==> src/rtl/asq_pkg.sv <==
package asq_pkg;
  typedef enum logic [2:0] {
    ST_IDLE    = 3'd0,
    ST_W_SET   = 3'd1,
    ST_W_PULSE = 3'd2,
    ST_W_END   = 3'd3,
    ST_R_WAIT  = 3'd4,
    ST_DONE    = 3'd5
  } asq_state_e;
endpackage

==> src/rtl/asq_rst_sync.sv <==
module asq_rst_sync #(
  parameter int STAGES = 2
) (
  input  logic clk,
  input  logic rst_n,
  output logic rst_sn
);
  logic [STAGES-1:0] chain_q;

  always_ff @(posedge clk or negedge rst_n) begin
    if (!rst_n) chain_q <= '0;
    else        chain_q <= {chain_q[STAGES-2:0], 1'b1};
  end

  assign rst_sn = chain_q[STAGES-1];
endmodule

==> src/rtl/asq_timer.sv <==
module asq_timer #(
  parameter int CNT_W = 2
) (
  input  logic             clk,
  input  logic             rst_n,
  input  logic             load,
  input  logic [CNT_W-1:0] load_val,
  output logic             zero
);
  logic [CNT_W-1:0] cnt_q, cnt_d;
  logic             cnt_en;

  always_comb begin
    cnt_en = load || (cnt_q != '0);
    cnt_d  = load ? load_val : cnt_q - 1'b1;
  end

  always_ff @(posedge clk or negedge rst_n) begin
    if (!rst_n)      cnt_q <= '0;
    else if (cnt_en) cnt_q <= cnt_d;
  end

  assign zero = (cnt_q == '0);
endmodule

==> src/rtl/asram_seq.sv <==
module asram_seq
  import asq_pkg::*;
#(
  parameter int ADDR_W     = 12,
  parameter int DATA_W     = 4,
  parameter int PULSE_CYC  = 3,
  parameter int ACCESS_CYC = 3
) (
  input  logic              clk,
  input  logic              rst_n,
  input  logic              req,
  input  logic              req_wr,
  input  logic [ADDR_W-1:0] req_addr,
  input  logic [DATA_W-1:0] req_wdata,
  output logic              done,
  output logic [DATA_W-1:0] rdata,
  output logic [ADDR_W-1:0] mem_addr,
  output logic              mem_ce_n,
  output logic              mem_we_n,
  output logic [DATA_W-1:0] mem_dout,
  output logic              mem_doe,
  input  logic [DATA_W-1:0] mem_din
);
  localparam int MAX_CYC = (PULSE_CYC > ACCESS_CYC) ? PULSE_CYC : ACCESS_CYC;
  localparam int CNT_W   = $clog2(MAX_CYC + 1);

  logic rst_sn;
  asq_state_e state_q, state_d;
  logic              ce_q, ce_d, we_q, we_d, doe_q, doe_d, done_q, done_d;
  logic [ADDR_W-1:0] addr_q, addr_d;
  logic [DATA_W-1:0] dout_q, dout_d, rdata_q, rdata_d;
  logic              tmr_load, tmr_zero;
  logic [CNT_W-1:0]  tmr_val;

  asq_rst_sync #(.STAGES(2)) u_rst (
    .clk(clk), .rst_n(rst_n), .rst_sn(rst_sn)
  );

  asq_timer #(.CNT_W(CNT_W)) u_tmr (
    .clk(clk), .rst_n(rst_sn), .load(tmr_load), .load_val(tmr_val), .zero(tmr_zero)
  );

  // next-state and next-output logic
  always_comb begin
    state_d  = state_q;
    ce_d     = ce_q;
    we_d     = we_q;
    doe_d    = doe_q;
    addr_d   = addr_q;
    dout_d   = dout_q;
    rdata_d  = rdata_q;
    done_d   = 1'b0;
    tmr_load = 1'b0;
    tmr_val  = '0;
    unique case (state_q)
      ST_IDLE: begin
        if (req) begin
          addr_d = req_addr;
          ce_d   = 1'b0;
          if (req_wr) begin
            dout_d  = req_wdata;
            state_d = ST_W_SET;
          end else begin
            tmr_load = 1'b1;
            tmr_val  = CNT_W'(ACCESS_CYC);
            state_d  = ST_R_WAIT;
          end
        end
      end
      ST_W_SET: begin
        we_d     = 1'b0;
        doe_d    = 1'b1;
        tmr_load = 1'b1;
        tmr_val  = CNT_W'(PULSE_CYC - 1);
        state_d  = ST_W_PULSE;
      end
      ST_W_PULSE: begin
        if (tmr_zero) begin
          we_d    = 1'b1;
          state_d = ST_W_END;
        end
      end
      ST_W_END: begin
        ce_d    = 1'b1;
        doe_d   = 1'b0;
        done_d  = 1'b1;
        state_d = ST_DONE;
      end
      ST_R_WAIT: begin
        if (tmr_zero) begin
          rdata_d = mem_din;
          ce_d    = 1'b1;
          done_d  = 1'b1;
          state_d = ST_DONE;
        end
      end
      ST_DONE:  state_d = ST_IDLE;
      default:  state_d = ST_IDLE;
    endcase
  end

  // registers
  always_ff @(posedge clk or negedge rst_sn) begin
    if (!rst_sn) begin
      state_q <= ST_IDLE;
      ce_q    <= 1'b1;
      we_q    <= 1'b1;
      doe_q   <= 1'b0;
      done_q  <= 1'b0;
      addr_q  <= '0;
      dout_q  <= '0;
      rdata_q <= '0;
    end else begin
      state_q <= state_d;
      ce_q    <= ce_d;
      we_q    <= we_d;
      doe_q   <= doe_d;
      done_q  <= done_d;
      addr_q  <= addr_d;
      dout_q  <= dout_d;
      rdata_q <= rdata_d;
    end
  end

  assign done     = done_q;
  assign rdata    = rdata_q;
  assign mem_addr = addr_q;
  assign mem_ce_n = ce_q;
  assign mem_we_n = we_q;
  assign mem_dout = dout_q;
  assign mem_doe  = doe_q;

  // write enable only inside chip enable
  p_we_under_ce_r2: assert property (@(posedge clk) disable iff (!rst_sn)
    !we_q |-> !ce_q);
  // driver on only while write enable low or the cycle after it rose
  p_drive_window_r3: assert property (@(posedge clk) disable iff (!rst_sn)
    doe_q |-> (!we_q || $past(!we_q)));
  // completion strobe lasts one cycle with chip enable high
  p_done_pulse_r4: assert property (@(posedge clk) disable iff (!rst_sn)
    done_q |=> !done_q);
  p_done_deselect_r4: assert property (@(posedge clk) disable iff (!rst_sn)
    done_q |-> (ce_q && !doe_q));
  // read wait keeps the bus released
  p_read_quiet_r5: assert property (@(posedge clk) disable iff (!rst_sn)
    (state_q == ST_R_WAIT) |-> (!doe_q && we_q && !ce_q));
  // address frozen while selected
  p_addr_hold_r7: assert property (@(posedge clk) disable iff (!rst_sn)
    (!ce_q && $past(!ce_q)) |-> $stable(addr_q));
endmodule

==> config.mk <==
export PLATFORM = sky130hd
export DESIGN_NAME = asram_seq
export DESIGN_NICKNAME = d
export VERILOG_FILES = /design/src/rtl/asq_pkg.sv /design/src/rtl/asq_rst_sync.sv /design/src/rtl/asq_timer.sv /design/src/rtl/asram_seq.sv
export SDC_FILE = /design/constraint.sdc
export NUM_CORES = 1
export LEC_CHECK = 0
export BUFFER_PORTS_ARGS = -buffer_cell sky130_fd_sc_hd__buf_2
export CAP_MARGIN = 20
export CORE_AREA = 3 3 55 57
export CTS_BUF_LIST = sky130_fd_sc_hd__clkbuf_8 sky130_fd_sc_hd__clkbuf_16
export DETAILED_ROUTE_END_ITERATION = 6
export DIE_AREA = 0 0 58 60
export PLACE_DENSITY = 0.8
export SETUP_SLACK_MARGIN = 0.15
export SKIP_LAST_GASP = 1
export SLEW_MARGIN = 20
export SYNTH_ARGS = -nofsm -noshare
export SYNTH_HDL_FRONTEND = slang
export SYNTH_HIERARCHICAL = 1
export SYNTH_SLANG_ARGS = --single-unit
==> constraint.sdc <==
create_clock -name clk -period 1.4 [get_ports clk]
set_input_delay 0.14 -clock clk [delete_from_list [all_inputs] [get_ports clk]]
set_output_delay 0.14 -clock clk [all_outputs]
set_load 0.05 [all_outputs]
# --- Word-level counts from Yosys, hierarchy flattened ---
# Index checks and enable logic that the tools add are counted.
totals:
  elab_cells: 50
  in_bits: 24
  output_inout_bits: 24
  register_bits: 31
classes:
  n_eq_ne: 7
  muxes: 19
  reduce_logical: 13
  addsub: 1
ops:
  columns: ["cell", "count"]
  rows:
  - ["3-bit case mux with 5 select lines", 1]
  - ["3-bit two-way mux", 4]
  - ["3-bit AND reduction", 3]
  - ["1-bit case mux with 2 select lines", 4]
  - ["3-bit by 2-bit equality test with 1-bit output, second input constant", 2]
  - ["2-bit two-way mux", 3]
  - ["2-bit inequality test, second input constant", 3]
  - ["2-bit AND reduction", 3]
  - ["2-bit nonzero test", 3]
  - ["1-bit two-way mux", 5]
  - ["2-bit case mux with 2 select lines", 1]
  - ["3-bit by 1-bit equality test with 1-bit output, second input constant", 1]
  - ["3-bit equality test, second input constant", 1]
  - ["3-bit logical NOT", 1]
  - ["1-bit case mux with 3 select lines", 1]
  - ["3-bit nonzero test", 1]
  - ["2-bit logical NOT", 1]
  - ["2-bit by 1-bit subtractor with 2-bit output, second input constant", 1]
  - ["1-bit logical OR", 1]

# --- Depth between registers and ports, before layout ---
# Gate-level depths: netlist of the first run.
depth:
  depth_word: 4
  depth_mapped: 6
  mapped_depth_nobuf: 5

# --- Cells and area by module ---
# The synthesis of the first run kept the hierarchy.
modules_own_cells:
  columns: ["module", "area_each_um2", "seq_area_each_um2", "cells_each", "n_inst"]
  rows:
  - ["asram_seq", 1148.6, 678.2, 79, 1]
  - ["asq_timer", 113.9, 50.0, 12, 1]
  - ["asq_rst_sync", 53.8, 50.0, 3, 1]

# --- Least setup slack after synthesis of the first run ---
# OpenSTA, ideal clock, no wires.
synth_path:
  path_kind: "reg2reg"
  from: "register state_q[0]"
  to: "register addr_q[0] (netlist: mem_addr[0])"
  stages_incl_launch_ff: 5
  slack_ns: -0.177
  arrival_time_ns: 1.452
  period_less_slack_ns: 1.577
  path_buffers: 2
  required_time_ns: 1.275
  setup_ns: 0.125
  path_cell_list: "dfrtp_1 buf_6 nor4b_4 buf_6 mux2_4"
synth_between:
  elab_chain_len: 2
synth_lines:
  columns: ["element", "line_no", "text"]
  rows:
  - ["from (decl)", "asram_seq.sv:28", "asq_state_e state_q, state_d;"]
  - ["from (signal assigned)", "asram_seq.sv:114", "state_q <= state_d;"]
  - ["3-bit logical NOT", "asram_seq.sv:55", "unique case (state_q)"]
  - ["2-bit AND reduction (no source line)", null, null]
  - ["to (signal assigned)", "asram_seq.sv:119", "addr_q <= addr_d;"]
  - ["to (decl)", "asram_seq.sv:30", "logic [ADDR_W-1:0] addr_q, addr_d;"]
# No other way between the ends.
# A chain may end at the register's enable or synchronous reset.

# --- Worst setup path after layout of the first run ---
layout_path:
  from: "register state_q[2]"
  to: "register addr_q[5] (netlist: mem_addr[5])"
# Same word-level chain as after synthesis.

==> impl_metrics.ini, run 1 <==
[outcome]
status = finished with violations
violations = setup timing

[timing]
skew_ns = 0.00408
max_freq_mhz = 693
layout_worst_path_cycle_share_pct = 103
fin_setup_tns_ns = -0.328
setup_viol = 12
min_period_ns = 1.44
finalHoldViolations = 0
slew_violations = 0
fin_ws_ns = -0.0435
rsz0062_at_grt = true

[detailed_routing]
routed_via_density = 4.99
drtPass1Iterations = 4
drt_iter0_markers = 34
route.detailed.drc = 0
drtAntennaViolNets = 0
via_count = 929
routed_wl_mm = 2.90
wl_per_cell_um = 15.6

[clocking]
cts_tree = done
h-tree-depth = 2
cts_inserted_buffers = 5
path_clk_slew_ns = 0.06
clk_path_buf_depth = 2
cts-root-buf = clkbuf_8
clock_latency_ns = 0.29
cts_sinks = 31

[floorplanning]
core_um2 = 2520
die_area_um2 = 3480
initial_utilization_pct = 52.2
ioPinCount = 48
core.rowCount = 18
die_w_um = 58
die_y_um = 60

[setup_path]
cp_max_fo = 15
criticalPathCategory = register to register
cp-end-kind = register
crit_start = state_q[2]
start_kind = register
required_ns = 1.57
r2r-start = state_q[2]
arrival_ns = 1.62

[logic_synthesis]
async_flop_share_pct = 100
synth_edf_count = 0
synthTopCellsByArea = dfrtp_1 (55%), mux2_2 (10%), mux2_4 (9.1%)
synth_top_area_share_pct = 55.1
ys.flop_type = dfrtp_1
synth_area_leader_cell = dfrtp_1
synth_area_per_cell_um2 = 14.0
synth_nets = 119
ys_ff_latch = 31
synth_area_um2 = 1320
yosysSeqAreaShare_pct = 59.1
synthCells = 94
yosysUniqueCellTypes = 29
yosys_warnings = 6

[global_route]
grt_max_degree = 16
overflow = 0
grt_pass1_wl_mm = 4.66
grt_pass1_vias = 999
grt_antenna_before_repair = 0
grt_util_all_layers_pct = 19.4

[placed_design]
hpwl_mm = 2.18
port_buffers = 47
finalWeightedCongestion = 0.690

[finish]
n_fill_cell = 174
drive_gt1_share_pct = 62.2
syn_to_final_growth_pct = 39.6
final_core_util_pct = 72.9
final_nets = 180
num_antenna_cells = 0

[flow_run]
cap_violations = 0

[hold_path]
hp-start = req_addr[9]
hold_path.class = input port to register
cell type report:
class                   count  area (µm²)  area share (%)
clock buffers               6        82.6            4.49
clock inverters             2        35.0            1.91
inverters                   4        15.0           0.817
multi-input cells          55         544            29.6
flip-flops and latches     31         779            42.4
well taps                  30        37.5            2.04
repair buffers             58         344            18.7
what timing repair did:
item | CTS | global route
pin swaps | 2 | 2
endpoints found under the setup margin | 23 | 24
resized for setup | 5 | 2
hold endpoints to repair | 2 | 0
buffers inserted | 2 | 0
hold buffers | 1 | 0
final timing paths:
path,to,slack (ns),depth (start not counted)
worst max-delay path,mem_addr[5],-0.04,3
worst min-delay path,mem_addr[9],0.08,2
worst max register to register,mem_addr[5],-0.04,3
worst min register to register,mem_addr[3],0.21,1
max in group asynchronous,mem_we_n,0.93,1
min in group asynchronous,u_rst/chain_q[0],0.18,2
per-stage QoR:
step	hold slack, ns	setup WS, ns	instance area (µm²)	instances
after floorplan	-0.156	-0.172	1360	94
after global routing	0.0728	-0.0775	1840	186
after global placement	-0.0747	0.0213	1670	175
after CTS	0.0700	-0.0609	1830	186
final	0.0812	-0.0435	1840	186
after detailed placement	-0.0708	-0.0319	1670	175
critical path, stage by stage (launching register included):
cell     delay, ns
dfrtp_1       0.41
nor4b_4       0.36
buf_12        0.20
mux2_2        0.35
per-layer routing:
layer / global-route usage, % / up-vias / wire, µm
li1: - / 438 / -
met1: 20.1 / 453 / 1050
met2: 35.2 / 34 / 1610
met3: 5.83 / 4 / 179
met4: 9.93 / 0 / 54
met5: 0 / - / 0
cell usage after synthesis, types with 2 or more instances:
library cell / n
nand2_1: 3
dfrtp_1: 29
dfstp_2: 2
or2b_1: 2
mux2_2: 12
a21oi_1: 2
nor2_1: 4
inv_1: 4
o21ai_0: 5
mux2_4: 8
buf_6: 2
nor2b_1: 3
and2_1: 2
registers in the layout, indices dropped and copies added, names as in the netlist:
register and cells:
u_tmr/cnt_q 2, done 1, rdata 4, mem_we_n 1
state_q 3, u_rst/chain_q 2, mem_dout 4, mem_doe 1
mem_addr 12, mem_ce_n 1
cells by family (layout without fill, tap and decap cells):
| logic type | count (synthesis) | after routing | synth area share, % |
|---|---|---|---|
| multiplexers | 20 | 20 | 19.4 |
| flip-flops | 31 | 31 | 59.1 |
| adder cells (fa/ha/maj) | 1 | 1 | 0.950 |
| other | 1 | 1 | 0.285 |
| buffers and inverters | 8 | 70 | 3.52 |
| AO/OA/AOI/OAI | 11 | 11 | 4.85 |
| AND/OR/NAND/NOR | 20 | 20 | 10.6 |
| XOR/XNOR | 2 | 2 | 1.33 |
layout by cell type, fill, tap and decap left out, types with 3 or more instances in the layout:
cell / Yosys / routed
buf_2: 1 / 47
buf_4: 0 / 6
buf_6: 2 / 3
clkbuf_8: 0 / 6
dfrtp_1: 29 / 28
mux2_2: 12 / 8
mux2_4: 8 / 12
nand2_1: 3 / 3
nor2_1: 4 / 3
nor2b_1: 3 / 3
o21ai_0: 5 / 4
Power of run 1 is not shown: default switching activity piles up to over one toggle a cycle in this logic, so the estimate is an artifact.
==> inputs of run 2 (changes only) <==
- CORE_AREA: 3 3 55 57 -> 3 3 50 63
- CTS_BUF_LIST: sky130_fd_sc_hd__clkbuf_8 sky130_fd_sc_hd__clkbuf_16 -> default
- DIE_AREA: 0 0 58 60 -> 0 0 53 66
- PLACE_DENSITY: 0.8 -> 0.79
- TNS_END_PERCENT: default -> 10
==> run 2 against run 1 <==
  * The flow still finishes with violations (setup timing)
  * Via count rose by 1.4%
  * Design area fell by 3.3%
  * Highest routed layer unchanged
  * First-iteration DRC count fell by 44%
  * Hold slack got worse by 0.049 ns
==> impl_metrics.ini, run 2 (synthesis gave the netlist of run 1 again) <==
[global_route]
grt_pass1_wl_mm = 4.22
grt_use_met2_pct = 29.7
grt_max_degree = 16
grt_pass1_vias = 996
grtUsageMet1_pct = 17.0
grt_antenna_before_repair = 0
grt_use_met3_pct = 4.97
grt_util_all_layers_pct = 17.3
overflow = 0
grt_busiest_layer = met2

[setup_path]
required_ns = 1.62
criticalPathCategory = register to register
slowest_delay_ns = 0.42
cp_slowest_cell = dfrtp_1
arrival_ns = 1.68
cp_max_fo = 8
cp-end-kind = register
crit_path_cell_trace = nor4b_4 > buf_4 > buf_12 > mux2_2
start_kind = register

[clocking]
h-tree-depth = 2
path_clk_slew_ns = 0.09
cts_inserted_buffers = 5
cts_tree = done
clk_path_buf_depth = 2
cts-root-buf = clkbuf_4
clock_latency_ns = 0.33
cts_sinks = 31

[timing]
rsz0062_at_grt = true
slew_violations = 0
max_freq_mhz = 687
skew_ns = 0.00732
min_period_ns = 1.46
fin_ws_ns = -0.0552
layout_worst_path_cycle_share_pct = 104
setup_viol = 17
finalHoldViolations = 0

[detailed_routing]
route.detailed.drc = 0
drt_iter0_markers = 19
routed_via_density = 4.93
routed_wl_mm = 2.69
wl_per_cell_um = 14.1
drtAntennaViolNets = 0
via_count = 942
drtPass1Iterations = 3

[finish]
final_core_util_pct = 66.9
mostFrequentLayoutCells = buf_2 (47), dfrtp_1 (29), mux2_2 (12)
syn_to_final_growth_pct = 35.0
drive_gt1_share_pct = 58.6
num_antenna_cells = 0
fin_cells = 191
final_common_cell = buf_2
final_nets = 181
n_fill_cell = 213
seq_area_um2 = 778
multi_input_area_um2 = 497
largest_reg_flops = 12

[placed_design]
port_buffers = 47
pre_cts_ws_ns = -0.0288
hpwl_mm = 2.00
placed_cells = 180
finalWeightedCongestion = 0.837

[outcome]
violations = setup timing
status = finished with violations

[floorplanning]
initial_utilization_pct = 49.6
ioPinCount = 48
core.rowCount = 21
die_area_um2 = 3500
core_um2 = 2650
die_w_um = 53
die_y_um = 66

[flow_run]
cap_violations = 0

[hold_path]
hold_path.class = input port to register
==> run 2: repair_timing <==
item	4_1_cts	5_1_grt
setup buffers	0	1
pin swaps	0	1
cloned	0	1
endpoints found under the hold margin	2	0
hold buffers	1	0
endpoints found under the setup margin	25	28
gates resized for setup	1	0
==> run 2: stage by stage <==
step / hold slack, ns / TNS, ns / area [µm²]
after floorplan: -0.156 / -1.77 / 1320
after global placement: -0.0746 / 0 / 1640
after detailed placement: -0.0723 / -0.177 / 1640
after CTS: 0.0142 / -0.295 / 1740
after global routing: 0.0148 / -1.85 / 1780
final: 0.0324 / -0.635 / 1780
==> run 2: layout make-up <==
cell class	instances	area share, %
clock buffer	6	2.89
timing repair buffer	59	20.1
inverter	4	0.845
tap	34	2.39
multi-input combinational	55	28.0
sequential	31	43.8
clock inverter	2	1.97
==> run 2: final timing paths <==
check	cells past startpoint	slack, ns	start	to
worst max-delay path	4	-0.06	state_q[0]	mem_addr[5]
worst min-delay path	2	0.03	mem_din[1]	rdata[1]
worst max register to register	4	-0.06	state_q[0]	mem_addr[5]
worst min register to register	1	0.21	u_rst/chain_q[1]	mem_addr[9]
max in group asynchronous	1	0.94	u_rst/chain_q[1]	mem_we_n
min in group asynchronous	2	0.12	rst_n	u_rst/chain_q[0]
==> run 2: critical path, delay by kind of cell (launching register included) <==
kind	cells	cell delay, ns
buffers and inverters	2	0.31
DFF	1	0.42
muxes	1	0.33
and+or+nand+nor	1	0.28
==> run 2: per-layer routing <==
layer	part of all wire (%)	vias to the layer above	wire, µm
li1	-	442	-
met1	36	455	976
met2	54	33	1460
met3	5.5	12	147
met4	4.0	0	108
met5	0	-	0
Power of run 2 is left out for the same reason.
==> inputs of run 3 (changes only) <==
==> constraint.sdc (replaced) <==
create_clock -name clk -period 1.4 [get_ports clk]
set_input_delay 0.07 -clock clk [delete_from_list [all_inputs] [get_ports clk]]
set_output_delay 0.07 -clock clk [all_outputs]
set_load 0.05 [all_outputs]
==> run 3 against run 2 <==
  * The run still ends with setup timing left
  * Setup slack better by 0.015 ns
  * Sequential cell count unchanged
  * Die area unchanged
  * Core utilization increased by 6.3 points
  * Hold slack better by 0.015 ns
  * Routed wire length up 5.8%
  * Design area grew 9.4%
  * Sequential share of layout area is 3.8 points lower
  * Clock skew is 0.00055 ns higher
  * Global-route usage is 1.5 points higher
  * Final cell count rose by 9.4%
  * Non-clock buffer count up 18
==> impl_metrics.ini, run 3 (synthesis gave the netlist of run 1 again) <==
[finish]
seq_area_um2 = 778
final_nets = 199
mostFrequentLayoutCells = buf_2 (47), dfrtp_1 (29), dlygate4sd3_1 (21)
syn_to_final_growth_pct = 47.7
n_fill_cell = 191
largest_reg_flops = 12
final_common_cell = buf_2
num_antenna_cells = 0
drive_gt1_share_pct = 51.4
multi_input_area_um2 = 497
final_area_um2 = 1940
fin_cells = 209

[global_route]
grt_max_degree = 16
grt_pass1_vias = 1097
grt_util_all_layers_pct = 18.8
grt_antenna_before_repair = 0
grt_pass1_wl_mm = 4.64
overflow = 0

[floorplanning]
die_area_um2 = 3500
ioPinCount = 48
core.rowCount = 21
initial_utilization_pct = 49.6
die_y_um = 66
core_um2 = 2650
die_w_um = 53

[pwr]
switchingPower_w = 0.00242
peakVddDrop_mv = 1.47
power_w = 0.00518
p_int_w = 0.00276
clkPwrFrac_pct = 13.9
switching_share_pct = 46.7
combPwrFrac_pct = 55.7
leakage_nw = 0.964
powerDensity_nw_per_um2 = 2670
seq_power_share_pct = 30.4

[outcome]
violations = setup timing
status = finished with violations

[timing]
max_freq_mhz = 694
layout_worst_path_cycle_share_pct = 103
skew_ns = 0.00786
setup_viol = 8
finalHoldViolations = 0
slew_violations = 0
fin_setup_tns_ns = -0.240
min_period_ns = 1.44
rsz0062_at_grt = true
fin_ws_ns = -0.0403

[placed_design]
place_area_um2 = 1640
placed_cells = 180
finalWeightedCongestion = 0.837
port_buffers = 47
hpwl_mm = 2.00

[setup_path]
arrival_ns = 1.66
criticalPathCategory = register to register
start_kind = register
r2r_setup_slack_ns = -0.04
required_ns = 1.62
cp-end-kind = register
cp_max_fo = 15

[clocking]
cts_inserted_buffers = 5
path_clk_slew_ns = 0.09
cts-root-buf = clkbuf_4
clk_path_buf_depth = 2
cts_tree = done
cts_sinks = 31
h-tree-depth = 2
clock_latency_ns = 0.33

[detailed_routing]
drtPass1Iterations = 2
via_count = 1005
routed_wl_mm = 2.85
routed_via_density = 4.81
drtAntennaViolNets = 0
route.detailed.drc = 0
drt_iter0_markers = 12
wl_per_cell_um = 13.6

[hold_path]
hold_path.class = input port to asynchronous set/reset pin

[flow_run]
cap_violations = 0
## run 3: cell count changes in the layout (fill, tap and decap cells not counted)
cell	delta
dlygate4sd3_1	+20
clkbuf_16	-1
buf_4	-1
## run 3: cell type report
cell class                      count  area share, %
Multi-Input combinational cell     55           25.5
Sequential cell                    31           40.0
Tap cell                           34           2.19
Timing Repair Buffer               77           27.0
Inverter                            4          0.772
Clock buffer                        6           2.64
Clock inverter                      2           1.80
## run 3: metrics by stage
stage               utilization, %  hold WS [ns]  worst slack (ns)
floorplan                        -        -0.226            -0.177
CTS                           73.3        0.0224           -0.0410
global placement              61.9        -0.145            0.0346
detailed placement            61.9        -0.142           -0.0288
global route                  73.3        0.0448           -0.0807
finish                        73.3        0.0474           -0.0403
## run 3: timing repair
item | 4_1_cts | 5_1_grt
hold buffers | 21 | 0
setup endpoints to repair | 23 | 26
hold endpoints to repair | 22 | 0
buffers inserted | 0 | 0
resized for setup | 1 | 0
## run 3: power groups by stage
stage | Combinational, W | Sequential, W | Clock [W]
floorplan | 0.000953 | 0.00279 | 0
global placement | 0.00278 | 0.00156 | 0
detailed placement | 0.00284 | 0.00158 | 0
CTS | 0.00290 | 0.00157 | 0.000750
global route | 0.00307 | 0.00161 | 0.000778
finish | 0.00289 | 0.00157 | 0.000722
## run 3: worst max-delay path: stages (launching register included)
cell and delay (ns):
dfrtp_1 0.42, nor4b_4 0.35, buf_12 0.20, mux2_2 0.35
## run 3: path summary, 6_finish.rpt
| kind | from | to | cells past startpoint |
|---|---|---|---|
| hold reg to reg | u_rst/chain_q[1] | mem_addr[4] | 1 |
| hold / removal | rst_n | u_rst/chain_q[1] | 2 |
| max in group asynchronous | u_rst/chain_q[1] | mem_we_n | 1 |
| setup reg to reg | state_q[2] | mem_addr[7] | 3 |
| setup / recovery | state_q[2] | mem_addr[7] | 3 |
| min in group clk | req | state_q[0] | 3 |
## run 3: per-layer routing
metal	global-route usage (%)	vias to the layer above	share of wire, %
met1	18.7	481	38
met5	0	-	0
met2	32.6	35	54
met3	5.19	11	4.6
met4	13.1	0	3.3
li1	-	478	-
Note: power is estimated with default switching activity, not from simulation.
